**src/rtl/smbus_tgt_pkg.sv**
```systemverilog
package smbus_tgt_pkg;
  typedef enum logic [2:0] {
    PH_IDLE,
    PH_ADDR,
    PH_WRITE,
    PH_READ,
    PH_DONE,
    PH_SKIP
  } phase_e;

  typedef enum logic [1:0] {
    TX_FILL,
    TX_REG,
    TX_LEN
  } tx_src_e;

  localparam logic [7:0] FILL_BYTE = 8'hFF;
endpackage

```
**src/rtl/smbus_tgt_regfile.sv**
```systemverilog
module smbus_tgt_regfile #(
  parameter int NREGS = 32,
  parameter int DW    = 8,
  localparam int AW   = $clog2(NREGS)
) (
  input  logic          clk_i,
  input  logic          rst_ni,
  input  logic          we_i,
  input  logic [AW-1:0] waddr_i,
  input  logic [DW-1:0] wdata_i,
  input  logic [AW-1:0] raddr_i,
  output logic [DW-1:0] rdata_o
);
  logic [DW-1:0] mem_q [NREGS];

  always_ff @(posedge clk_i or negedge rst_ni) begin
    if (!rst_ni) begin
      for (int i = 0; i < NREGS; i++) mem_q[i] <= '0;
    end else if (we_i) begin
      mem_q[waddr_i] <= wdata_i;
    end
  end

  assign rdata_o = mem_q[raddr_i];
endmodule

```
**src/rtl/smbus_tgt_seq.sv**
```systemverilog
module smbus_tgt_seq
  import smbus_tgt_pkg::*;
#(
  parameter int NREGS   = 32,
  parameter int MAX_BLK = 32,
  localparam int AW     = $clog2(NREGS),
  localparam int LW     = $clog2(MAX_BLK + 1),
  localparam int CW     = $clog2(MAX_BLK + 2) + 1
) (
  input  logic          clk_i,
  input  logic          rst_ni,
  input  logic [6:0]    own_addr_i,
  input  logic          start_i,
  input  logic          stop_i,
  input  logic          addr_valid_i,
  input  logic [7:0]    addr_byte_i,
  input  logic          wr_valid_i,
  input  logic [7:0]    wr_byte_i,
  input  logic          rd_req_i,
  input  logic          host_ack_valid_i,
  input  logic          host_nack_i,
  output logic          ack_valid_o,
  output logic          ack_o,
  output logic          quick_dir_o,
  output logic          we_o,
  output logic [AW-1:0] waddr_o,
  output logic [7:0]    wdata_o,
  output logic [AW-1:0] raddr_o,
  output tx_src_e       tx_src_o,
  output logic [LW-1:0] blk_len_o,
  output phase_e        phase_o
);
  localparam logic [7:0]    MAX_B8  = 8'(MAX_BLK);
  localparam logic [CW-1:0] CNT_MAX = '1;

  phase_e        ph_q, ph_d;
  logic [CW-1:0] cnt_q, cnt_d, cnt_inc, cnt_m1, cnt_m2;
  logic [7:0]    cmd_q, cmd_d;
  logic [LW-1:0] len_q, len_d, rem_q, rem_d;
  logic          quick_q, quick_d, ack_d;
  logic [AW-1:0] idx;
  logic          is_blk;

  assign idx     = cmd_q[AW-1:0];
  assign is_blk  = cmd_q[7];
  assign cnt_inc = (cnt_q == CNT_MAX) ? cnt_q : cnt_q + CW'(1);
  assign cnt_m1  = cnt_q - CW'(1);
  assign cnt_m2  = cnt_q - CW'(2);

  always_comb begin
    ph_d     = ph_q;
    cnt_d    = cnt_q;
    cmd_d    = cmd_q;
    len_d    = len_q;
    rem_d    = rem_q;
    quick_d  = quick_q;
    ack_d    = 1'b0;
    we_o     = 1'b0;
    waddr_o  = idx;
    wdata_o  = wr_byte_i;
    raddr_o  = idx;
    tx_src_o = TX_FILL;

    if (start_i || stop_i) begin
      // address-only phase: quick command
      if ((ph_q == PH_WRITE || ph_q == PH_READ) && cnt_q == '0)
        quick_d = (ph_q == PH_READ);
      ph_d  = start_i ? PH_ADDR : PH_IDLE;
      cnt_d = '0;
    end

    if (addr_valid_i) begin
      if (ph_q == PH_ADDR && addr_byte_i[7:1] == own_addr_i) begin
        ack_d = 1'b1;
        ph_d  = addr_byte_i[0] ? PH_READ : PH_WRITE;
        cnt_d = '0;
      end else begin
        ph_d = PH_SKIP;
      end
    end

    if (wr_valid_i && ph_q == PH_WRITE) begin
      cnt_d = cnt_inc;
      if (cnt_q == '0) begin
        cmd_d = wr_byte_i;
        ack_d = 1'b1;
      end else if (is_blk) begin
        if (cnt_q == CW'(1)) begin
          if (wr_byte_i > MAX_B8) begin
            ph_d = PH_SKIP;
          end else begin
            ack_d = 1'b1;
            len_d = wr_byte_i[LW-1:0];
            rem_d = wr_byte_i[LW-1:0];
          end
        end else if (rem_q != '0) begin
          ack_d   = 1'b1;
          we_o    = 1'b1;
          waddr_o = idx + AW'(cnt_m2);
          rem_d   = rem_q - LW'(1);
        end
      end else begin
        ack_d   = 1'b1;
        we_o    = 1'b1;
        waddr_o = idx + AW'(cnt_m1);
      end
    end

    if (rd_req_i && ph_q == PH_READ) begin
      cnt_d = cnt_inc;
      if (is_blk) begin
        if (cnt_q == '0) begin
          tx_src_o = TX_LEN;
        end else if (cnt_m1 < CW'(len_q)) begin
          tx_src_o = TX_REG;
          raddr_o  = idx + AW'(cnt_m1);
        end
      end else begin
        tx_src_o = TX_REG;
        raddr_o  = idx + AW'(cnt_q);
      end
    end

    if (host_ack_valid_i && host_nack_i && ph_q == PH_READ) ph_d = PH_DONE;
  end

  always_ff @(posedge clk_i or negedge rst_ni) begin
    if (!rst_ni) begin
      ph_q        <= PH_IDLE;
      cnt_q       <= '0;
      cmd_q       <= '0;
      len_q       <= '0;
      rem_q       <= '0;
      quick_q     <= 1'b0;
      ack_o       <= 1'b0;
      ack_valid_o <= 1'b0;
    end else begin
      ph_q        <= ph_d;
      cnt_q       <= cnt_d;
      cmd_q       <= cmd_d;
      len_q       <= len_d;
      rem_q       <= rem_d;
      quick_q     <= quick_d;
      ack_o       <= ack_d;
      ack_valid_o <= addr_valid_i || wr_valid_i;
    end
  end

  assign quick_dir_o = quick_q;
  assign blk_len_o   = len_q;
  assign phase_o     = ph_q;

  AST_EVENT_EXCL: assert property (@(posedge clk_i) disable iff (!rst_ni)
    $onehot0({start_i, stop_i, addr_valid_i, wr_valid_i, rd_req_i, host_ack_valid_i}));

  AST_SKIP_NO_WE: assert property (@(posedge clk_i) disable iff (!rst_ni)
    (ph_q == PH_SKIP) |-> !we_o);

  AST_OVERSIZE_NACK: assert property (@(posedge clk_i) disable iff (!rst_ni)
    (wr_valid_i && ph_q == PH_WRITE && cnt_q == CW'(1) && cmd_q[7] && wr_byte_i > MAX_B8)
    |=> (!ack_o && ph_q == PH_SKIP));

  AST_LEN_LIMIT: assert property (@(posedge clk_i) disable iff (!rst_ni)
    32'(len_q) <= MAX_BLK);

  AST_QUICK_HOLD: assert property (@(posedge clk_i) disable iff (!rst_ni)
    (!start_i && !stop_i) |=> $stable(quick_dir_o));

  AST_CMD_HOLD: assert property (@(posedge clk_i) disable iff (!rst_ni)
    !(wr_valid_i && ph_q == PH_WRITE && cnt_q == '0) |=> $stable(cmd_q));
endmodule

```
**src/rtl/smbus_tgt_tx.sv**
```systemverilog
module smbus_tgt_tx
  import smbus_tgt_pkg::*;
#(
  parameter int LW = 6
) (
  input  logic          clk_i,
  input  logic          rst_ni,
  input  logic          req_i,
  input  tx_src_e       src_i,
  input  logic [7:0]    reg_data_i,
  input  logic [LW-1:0] blk_len_i,
  output logic          tx_valid_o,
  output logic [7:0]    tx_byte_o
);
  logic [7:0] sel;

  always_comb begin
    unique case (src_i)
      TX_REG:  sel = reg_data_i;
      TX_LEN:  sel = 8'(blk_len_i);
      default: sel = FILL_BYTE;
    endcase
  end

  always_ff @(posedge clk_i or negedge rst_ni) begin
    if (!rst_ni) begin
      tx_valid_o <= 1'b0;
      tx_byte_o  <= FILL_BYTE;
    end else begin
      tx_valid_o <= req_i;
      if (req_i) tx_byte_o <= sel;
    end
  end
endmodule

```
**src/rtl/smbus_reg_target.sv**
```systemverilog
module smbus_reg_target
  import smbus_tgt_pkg::*;
#(
  parameter int NREGS   = 32,
  parameter int MAX_BLK = 32
) (
  input  logic       clk_i,
  input  logic       rst_ni,
  input  logic [6:0] own_addr_i,
  input  logic       start_i,
  input  logic       stop_i,
  input  logic       addr_valid_i,
  input  logic [7:0] addr_byte_i,
  input  logic       wr_valid_i,
  input  logic [7:0] wr_byte_i,
  input  logic       rd_req_i,
  input  logic       host_ack_valid_i,
  input  logic       host_nack_i,
  output logic       ack_valid_o,
  output logic       ack_o,
  output logic       tx_valid_o,
  output logic [7:0] tx_byte_o,
  output logic       quick_dir_o
);
  localparam int AW = $clog2(NREGS);
  localparam int LW = $clog2(MAX_BLK + 1);

  logic          we;
  logic [AW-1:0] waddr, raddr;
  logic [7:0]    wdata, rdata;
  tx_src_e       tx_src;
  logic [LW-1:0] blk_len;
  phase_e        phase;

  smbus_tgt_seq #(.NREGS(NREGS), .MAX_BLK(MAX_BLK)) u_seq (
    .clk_i, .rst_ni, .own_addr_i, .start_i, .stop_i,
    .addr_valid_i, .addr_byte_i, .wr_valid_i, .wr_byte_i,
    .rd_req_i, .host_ack_valid_i, .host_nack_i,
    .ack_valid_o, .ack_o, .quick_dir_o,
    .we_o(we), .waddr_o(waddr), .wdata_o(wdata), .raddr_o(raddr),
    .tx_src_o(tx_src), .blk_len_o(blk_len), .phase_o(phase)
  );

  smbus_tgt_regfile #(.NREGS(NREGS), .DW(8)) u_regs (
    .clk_i, .rst_ni, .we_i(we), .waddr_i(waddr), .wdata_i(wdata),
    .raddr_i(raddr), .rdata_o(rdata)
  );

  smbus_tgt_tx #(.LW(LW)) u_tx (
    .clk_i, .rst_ni, .req_i(rd_req_i), .src_i(tx_src), .reg_data_i(rdata),
    .blk_len_i(blk_len), .tx_valid_o, .tx_byte_o
  );

  AST_MISMATCH_NACK: assert property (@(posedge clk_i) disable iff (!rst_ni)
    (addr_valid_i && addr_byte_i[7:1] != own_addr_i) |=> (ack_valid_o && !ack_o));

  AST_DONE_FILL: assert property (@(posedge clk_i) disable iff (!rst_ni)
    (rd_req_i && phase == PH_DONE) |=> (tx_valid_o && tx_byte_o == FILL_BYTE));
endmodule

```
**config.mk**
```make
export PLATFORM = sky130hd
export DESIGN_NAME = smbus_reg_target
export DESIGN_NICKNAME = d
export VERILOG_FILES = /design/src/rtl/smbus_tgt_pkg.sv /design/src/rtl/smbus_tgt_regfile.sv /design/src/rtl/smbus_tgt_seq.sv /design/src/rtl/smbus_tgt_tx.sv /design/src/rtl/smbus_reg_target.sv
export SDC_FILE = /design/constraint.sdc
export NUM_CORES = 1
export LEC_CHECK = 0
export BUFFER_PORTS_ARGS = -buffer_cell sky130_fd_sc_hd__buf_4
export CORE_MARGIN = 4
export CORE_UTILIZATION = 50
export CTS_CLUSTER_SIZE = 16
export DETAILED_ROUTE_END_ITERATION = 7
export GPL_ROUTABILITY_DRIVEN = 1
export HOLD_SLACK_MARGIN = 0.15
export PLACE_DENSITY = 0.66
export SYNTH_ARGS = -nofsm -noshare
export SYNTH_HDL_FRONTEND = slang
export SYNTH_SLANG_ARGS = --single-unit
```
**constraint.sdc**
```tcl
create_clock -name clk_i -period 4.6 [get_ports clk_i]
set_input_delay 0.46 -clock clk_i [delete_from_list [all_inputs] [get_ports clk_i]]
set_output_delay 0.46 -clock clk_i [all_outputs]
set_load 0.05 [all_outputs]
```
==> metrics.txt, run 1 <==
worst skew pair latency 0.54 ns; CTS buffer count 34; post-synthesis cell area 0.0154 mm2; initial antenna violation count 0; Congestion Overflow GR 0; antenna-violating nets left 0; routed vias/inst 6.28; row cnt 63; Clock Skew 0.0264 ns; Port Buffers 43; Tcrit/Tclk final 93.5%; Root Buffer clkbuf_16; initial DRC count 1,028; diodes inserted 0; Startpoint Class flip-flop; final core occ 58.4%; Total Power 5.59 mW; Main synth FF type dfrtp_1; clk buf depth 3; count of different cell masters after synthesis 77; Clock transition at path regs 0.06 ns; overall routing resource usage 25.4%; final setup vio count 0; pin count of the biggest net entering global routing 104; Top Ports 44; DRC viols 0; worst slew pin tran 1.17 ns; Final Hold Fails 0; RSZ-0062 raised after global routing false; WP data required 5.05 ns; Peak Freq 0.232 GHz; VDD IR max 0.000269 V; share of cells above drive strength 1 34.0%; Die Width 183 um; area of the die 0.0336 mm2; fin. max-slew vios 0; Starting Density 51.3%; Cells after DPL 1,725; TritonCTS clock tree built; hpwl dp 28.1 mm; Vias 11.2k; nets@finish 1,434; crit path DAT 4.76 ns; most frequent cells in the layout mux2_2 (294), dfrtp_1 (288), nand2_1 (109); average wire per cell in the routed design 23.8 um; H-Tree Depth 2; status finished, final reports clean; most common cell after layout, fill and taps aside mux2_2; flip-flop and latch count after synthesis 296; Die H 183 um; flop2flop setup slack 0.30 ns; max-cap viol count 0; register area share after synthesis 48.2%; max_slew headroom 21.4%; vias in the first global route 11.2k; first-pass GRT wire length 67.2 mm; Syn Area/Cell 11.6 um2; setup bufs post-CTS 0; Core ar. 0.0300 mm2; FFs w/ async S/R, synth 100%; worst min path class in -> reg; crit path time final 4.30 ns; PD cells 320 mW/mm2; CP Class reg -> reg; Max FO, Critical Path 25; final wirelength 42.5 mm; Static Leakage 8.13 nW; Post-synth EDFFs 0; Area growth, synth to finish 13.8%; CTS sink cnt 296; final hold slack 0.181 ns; Post-Syn Instances 1,324; DR pass1 iterations 5; final setup TNS 0 ns; final RePlAce weighted congestion 0.931; critical path capture point type flip-flop; Synth warnings 0; Post-Layout Cell Count 1,787; net count after synthesis 1,385
[flip-flops by register name (all words and copies together) (netlist names)]
signal,count
u_regs.mem_q,256
u_seq.rem_q,6
u_seq.ack_o,1
u_tx.tx_byte_o,8
u_seq.ack_valid_o,1
u_seq.cnt_q,7
u_seq.quick_dir_o,1
u_seq.blk_len_o,6
u_tx.tx_valid_o,1
u_seq.cmd_q,6
u_seq.phase_o,3
[cell usage after synthesis, drive strengths merged (14+ instances only)]
cell type,count,share of area [%]
a21oi,47,1.5
mux2,307,23
dfrtp,288,47
xnor2,19,1.1
nand3,39,1.3
ha,26,2.1
nor2,57,1.4
a222oi,40,2.6
nand2,109,2.7
o22ai,30,1.2
buf,24,0.94
mux2i,26,1.7
nor3,14,0.59
clkbuf,59,1.4
o21ai,42,1.4
inv,37,0.90
[per-stage QoR]
stage | cell area, um2 | worst slack [ns]
after global routing | 17500 | 0.00632
after CTS | 17500 | 0.219
after floorplan | 15400 | 0.995
final | 17500 | 0.298
after detailed placement | 16300 | 0.250
after global placement | 16300 | 0.295
[critical path: stages (launching register included)]
cell and delay (ns):
dfrtp_1 0.45, inv_1 0.19, ha_1 0.24, nand2_1 0.11
xnor2_1 0.18, ha_1 0.28, a21oi_1 0.13, nor2b_1 0.08
nor3_2 0.21, a311oi_2 0.20, nor3_4 0.27, buf_12 0.24
buf_12 0.20, mux2_2 0.37, a222oi_1 0.46, o22ai_1 0.22
o41ai_1 0.30, nand2_1 0.09
[final timing paths]
check	cells past startpoint	end	start
worst max register to register	17	u_tx.tx_byte_o[2]	u_seq.cnt_q[1]
max in group asynchronous	3	u_tx.tx_byte_o[7]	rst_ni
worst min-delay path	2	u_seq.ack_valid_o	addr_valid_i
min in group asynchronous	2	u_seq.cnt_q[5]	rst_ni
worst max-delay path	17	u_tx.tx_byte_o[2]	u_seq.cnt_q[1]
worst min register to register	1	u_regs.mem_q[248]	u_regs.mem_q[248]
[power by group]
group	internal [mW]	leakage, nW	switching [mW]
clock	1.67	0.579	1.13
combinational	0.0401	3.47	0.132
sequential	2.61	4.08	0.00406
total	4.32	8.13	1.27
[final cells by class]
cell class	instances	area, um2
fill	2549	12400
tap	390	488
multi-input combinational	908	7460
clock inverter	16	204
sequential	296	7420
inverter	37	139
timing repair buffer	96	825
clock buffer	44	968
[routing by layer]
metal | vias up | GRT usage [%] | routed length [um]
met2 | 391 | 40.7 | 20000
met5 | - | 0 | 0
met4 | 0 | 6.17 | 931
met3 | 61 | 4.26 | 2770
li1 | 5015 | - | -
met1 | 5758 | 36.3 | 18800
[timing repair]
action | 4_1_cts | 5_1_grt
endpoints found under the setup margin | 0 | 3
hold buffers | 2 | 0
endpoints found under the hold margin | 101 | 0
resized for setup | 0 | 3
[logic make-up (layout without fill, tap and decap cells)]
family,count (synthesis),after routing,share of synthesized area [%]
buffers and inverters,120,193,3.29
muxes,333,333,24.2
xor gates and xnor gates,25,25,1.42
and+or+nand+nor,275,275,8.74
adders and majority gates,29,29,2.51
AOI/OAI and AO/OA,246,246,11.6
DFF,296,296,48.2
Note: power is estimated with default switching activity, not from simulation.
==> run 2: changes to the inputs <==
- clock period: 4.6 -> 5.1 ns (I/O delays scaled with it)
==> metrics.txt, run 2 (same netlist as run 1, synthesis figures left out) <==
Comb power frac 3.2% (about the same); WP data required 5.59 ns (+0.54 ns); Flop pwr share 49.2% (+2.5 points); max-cap viol count 0 (unchanged); Core ar. 0.0300 mm2 (unchanged); Die H 183 um (unchanged); Critical R2R Launch u_seq.cnt_q[1]; VDD IR max 0.000255 V (-5.2%); share of cells above drive strength 1 32.4% (-1.6 points); initial DRC count 1,208 (+18%); Min-Delay Path Depth 2 (unchanged); Port Buffers 43 (unchanged); final setup vio count 0 (unchanged); Clock Skew 0.0102 ns (-0.0161 ns); most common cell after layout, fill and taps aside mux2_2; largest registers u_regs.mem_q x256, u_tx.tx_byte_o x8, u_seq.cnt_q x7; Vias 11.2k (+0.19%); worst slew pin tran 1.10 ns (-0.0703 ns); switching power 1.09 mW (-14%); final wirelength 41.7 mm (-1.8%); worst min path class in -> reg; CP Cell Sequence inv_1, ha_1, nand2_1, xnor2_1, ha_1, a21oi_1, nor2b_1, nor3_2, nand3_2, a311oi_4, nor2_2, buf_4, a222oi_1, o22ai_1, o41ai_1, nand2_1; DRC viols 0 (unchanged); CTS buffer count 31 (-8.8%); status finished, final reports clean; Die Width 183 um (unchanged); RSZ-0062 raised after global routing false; worst path bufs/invs 2 (-1); r2r worst-path depth 16 (-1); first-pass GRT wire length 65.1 mm (-3.0%); Startpoint Class flip-flop; Tcrit/Tclk final 92.9% (-0.63 points); reg2reg end u_tx.tx_byte_o[3]; Peak Freq 0.211 GHz (-9.2%); # fillers 2,522 (-1.1%); final hold slack 0.162 ns (-0.0190 ns); Starting Density 51.3% (unchanged); hpwl dp 27.4 mm (-2.7%); Biggest register u_regs.mem_q; antenna-violating nets left 0 (unchanged); clk buf depth 3 (unchanged); Area growth, synth to finish 11.3%; most frequent cells in the layout mux2_2 (294), dfrtp_1 (288), nand2_1 (109); Root Buffer clkbuf_16; critical path capture point type flip-flop; Crit path largest cell delay 0.57 ns (+0.11 ns); flop2flop setup slack 0.36 ns (+0.06 ns); CTS sink cnt 296 (unchanged); cell class contributing the biggest share of worst-path delay compound AO/OA/AOI/OAI gates; DR pass1 iterations 6 (+1); crit path time final 4.74 ns (+0.435 ns); crit path DAT 5.23 ns (+0.47 ns); overall routing resource usage 24.5% (-0.88 points); routed vias/inst 6.38 (+1.6%); setup bufs post-CTS 0 (unchanged); diodes inserted 0 (unchanged); row cnt 63 (unchanged); max reg flops 256 (unchanged); fin. max-slew vios 0 (unchanged); WP depth 16 (-1); Switching Share 22.7% (+0.026 points); Top Ports 44 (unchanged); area of the die 0.0336 mm2 (unchanged); Clock transition at path regs 0.06 ns (about the same); H-Tree Depth 1 (-1); Hold Startpoint addr_valid_i; Worst path slowest cell o41ai_1; nets@finish 1,409 (-1.7%); final setup TNS 0 ns (unchanged); clock share of power 47.7% (-2.5 points); pin count of the biggest net entering global routing 159 (+53%); initial antenna violation count 0 (unchanged); PD cells 280 mW/mm2 (-12%); vias in the first global route 10.9k (-2.8%); final RePlAce weighted congestion 0.910 (-2.3%); Congestion Overflow GR 0 (unchanged); CP Class reg -> reg; Hold EP u_seq.ack_valid_o; max_slew headroom 26.4% (+5.0 points); Max FO, Critical Path 28 (+12%); Final Hold Fails 0 (unchanged); Static Leakage 7.92 nW (-2.5%); average wire per cell in the routed design 23.7 um (-0.43%); final setup margin 0.363 ns (+0.0646 ns); TritonCTS clock tree built; worst skew pair latency 0.58 ns (+0.04 ns); Pint 3.70 mW (-14%); dpl ws 0.501 ns (+0.251 ns)
run 2: worst max-delay path by stage:
stage	startpoint	end	slack, ns
floorplan	u_seq.cnt_q[0]	u_tx.tx_byte_o[2]	1.49
global placement	u_seq.cnt_q[0]	u_tx.tx_byte_o[1]	0.57
detailed placement	u_seq.cnt_q[0]	u_tx.tx_byte_o[2]	0.50
CTS	u_seq.cnt_q[0]	u_tx.tx_byte_o[2]	0.45
global route	u_seq.cnt_q[0]	u_tx.tx_byte_o[0]	0.05
finish	u_seq.cnt_q[1]	u_tx.tx_byte_o[3]	0.36
run 2: worst register-to-register path, delay by kind of cell (launching register included):
family	cells	cell delay [ns]
DFF	1	0.45
AOI/OAI and AO/OA	5	1.99
buffers and inverters	2	0.49
and+or+nand+nor	6	1.00
xor gates and xnor gates	1	0.15
adders and majority gates	2	0.58
run 2: timing repair:
action / 4_1_cts / 5_1_grt
hold buffers: 2 / 0
endpoints found under the setup margin: 0 / 1
endpoints found under the hold margin: 83 / 0
gates resized for setup: 0 / 1
run 2: final cells by class:
cell class,count,area (um2),area share [%]
tap,390,488,2.85
sequential,296,7420,43.3
clock buffer,40,840,4.90
timing repair buffer,74,597,3.49
inverter,37,139,0.811
multi-input combinational,908,7460,43.6
clock inverter,17,181,1.06
run 2: power groups by stage:
stage / registers [mW] / logic (mW) / clock network, mW
2_1_floorplan: 2.41 / 0.0438 / 0
3_3_place_gp: 2.40 / 0.152 / 0
3_5_place_dp: 2.40 / 0.153 / 0
4_1_cts: 2.36 / 0.155 / 2.32
5_1_grt: 2.36 / 0.168 / 2.41
6_report: 2.36 / 0.152 / 2.28
run 2: per-layer routing:
| metal | wire, um | part of all wire (%) | track usage [%] | vias to the layer above |
|---|---|---|---|---|
| li1 | - | - | - | 4973 |
| met1 | 18200 | 44 | 35.2 | 5749 |
| met2 | 19400 | 46 | 39.1 | 442 |
| met3 | 2990 | 7.2 | 4.26 | 82 |
| met4 | 1110 | 2.7 | 5.87 | 0 |
| met5 | 0 | 0 | 0 | - |
run 2: per-stage QoR:
stage / cell area, um2 / instances / utilization, % / power, mW
2_1_floorplan: 15400 / 1324 / - / 2.45
3_3_place_gp: 16100 / 1703 / 53.7 / 2.55
3_5_place_dp: 16100 / 1703 / 53.7 / 2.55
4_1_cts: 17100 / 1762 / 57.1 / 4.83
5_1_grt: 17100 / 1762 / 57.1 / 4.93
6_report: 17100 / 1762 / 57.1 / 4.79
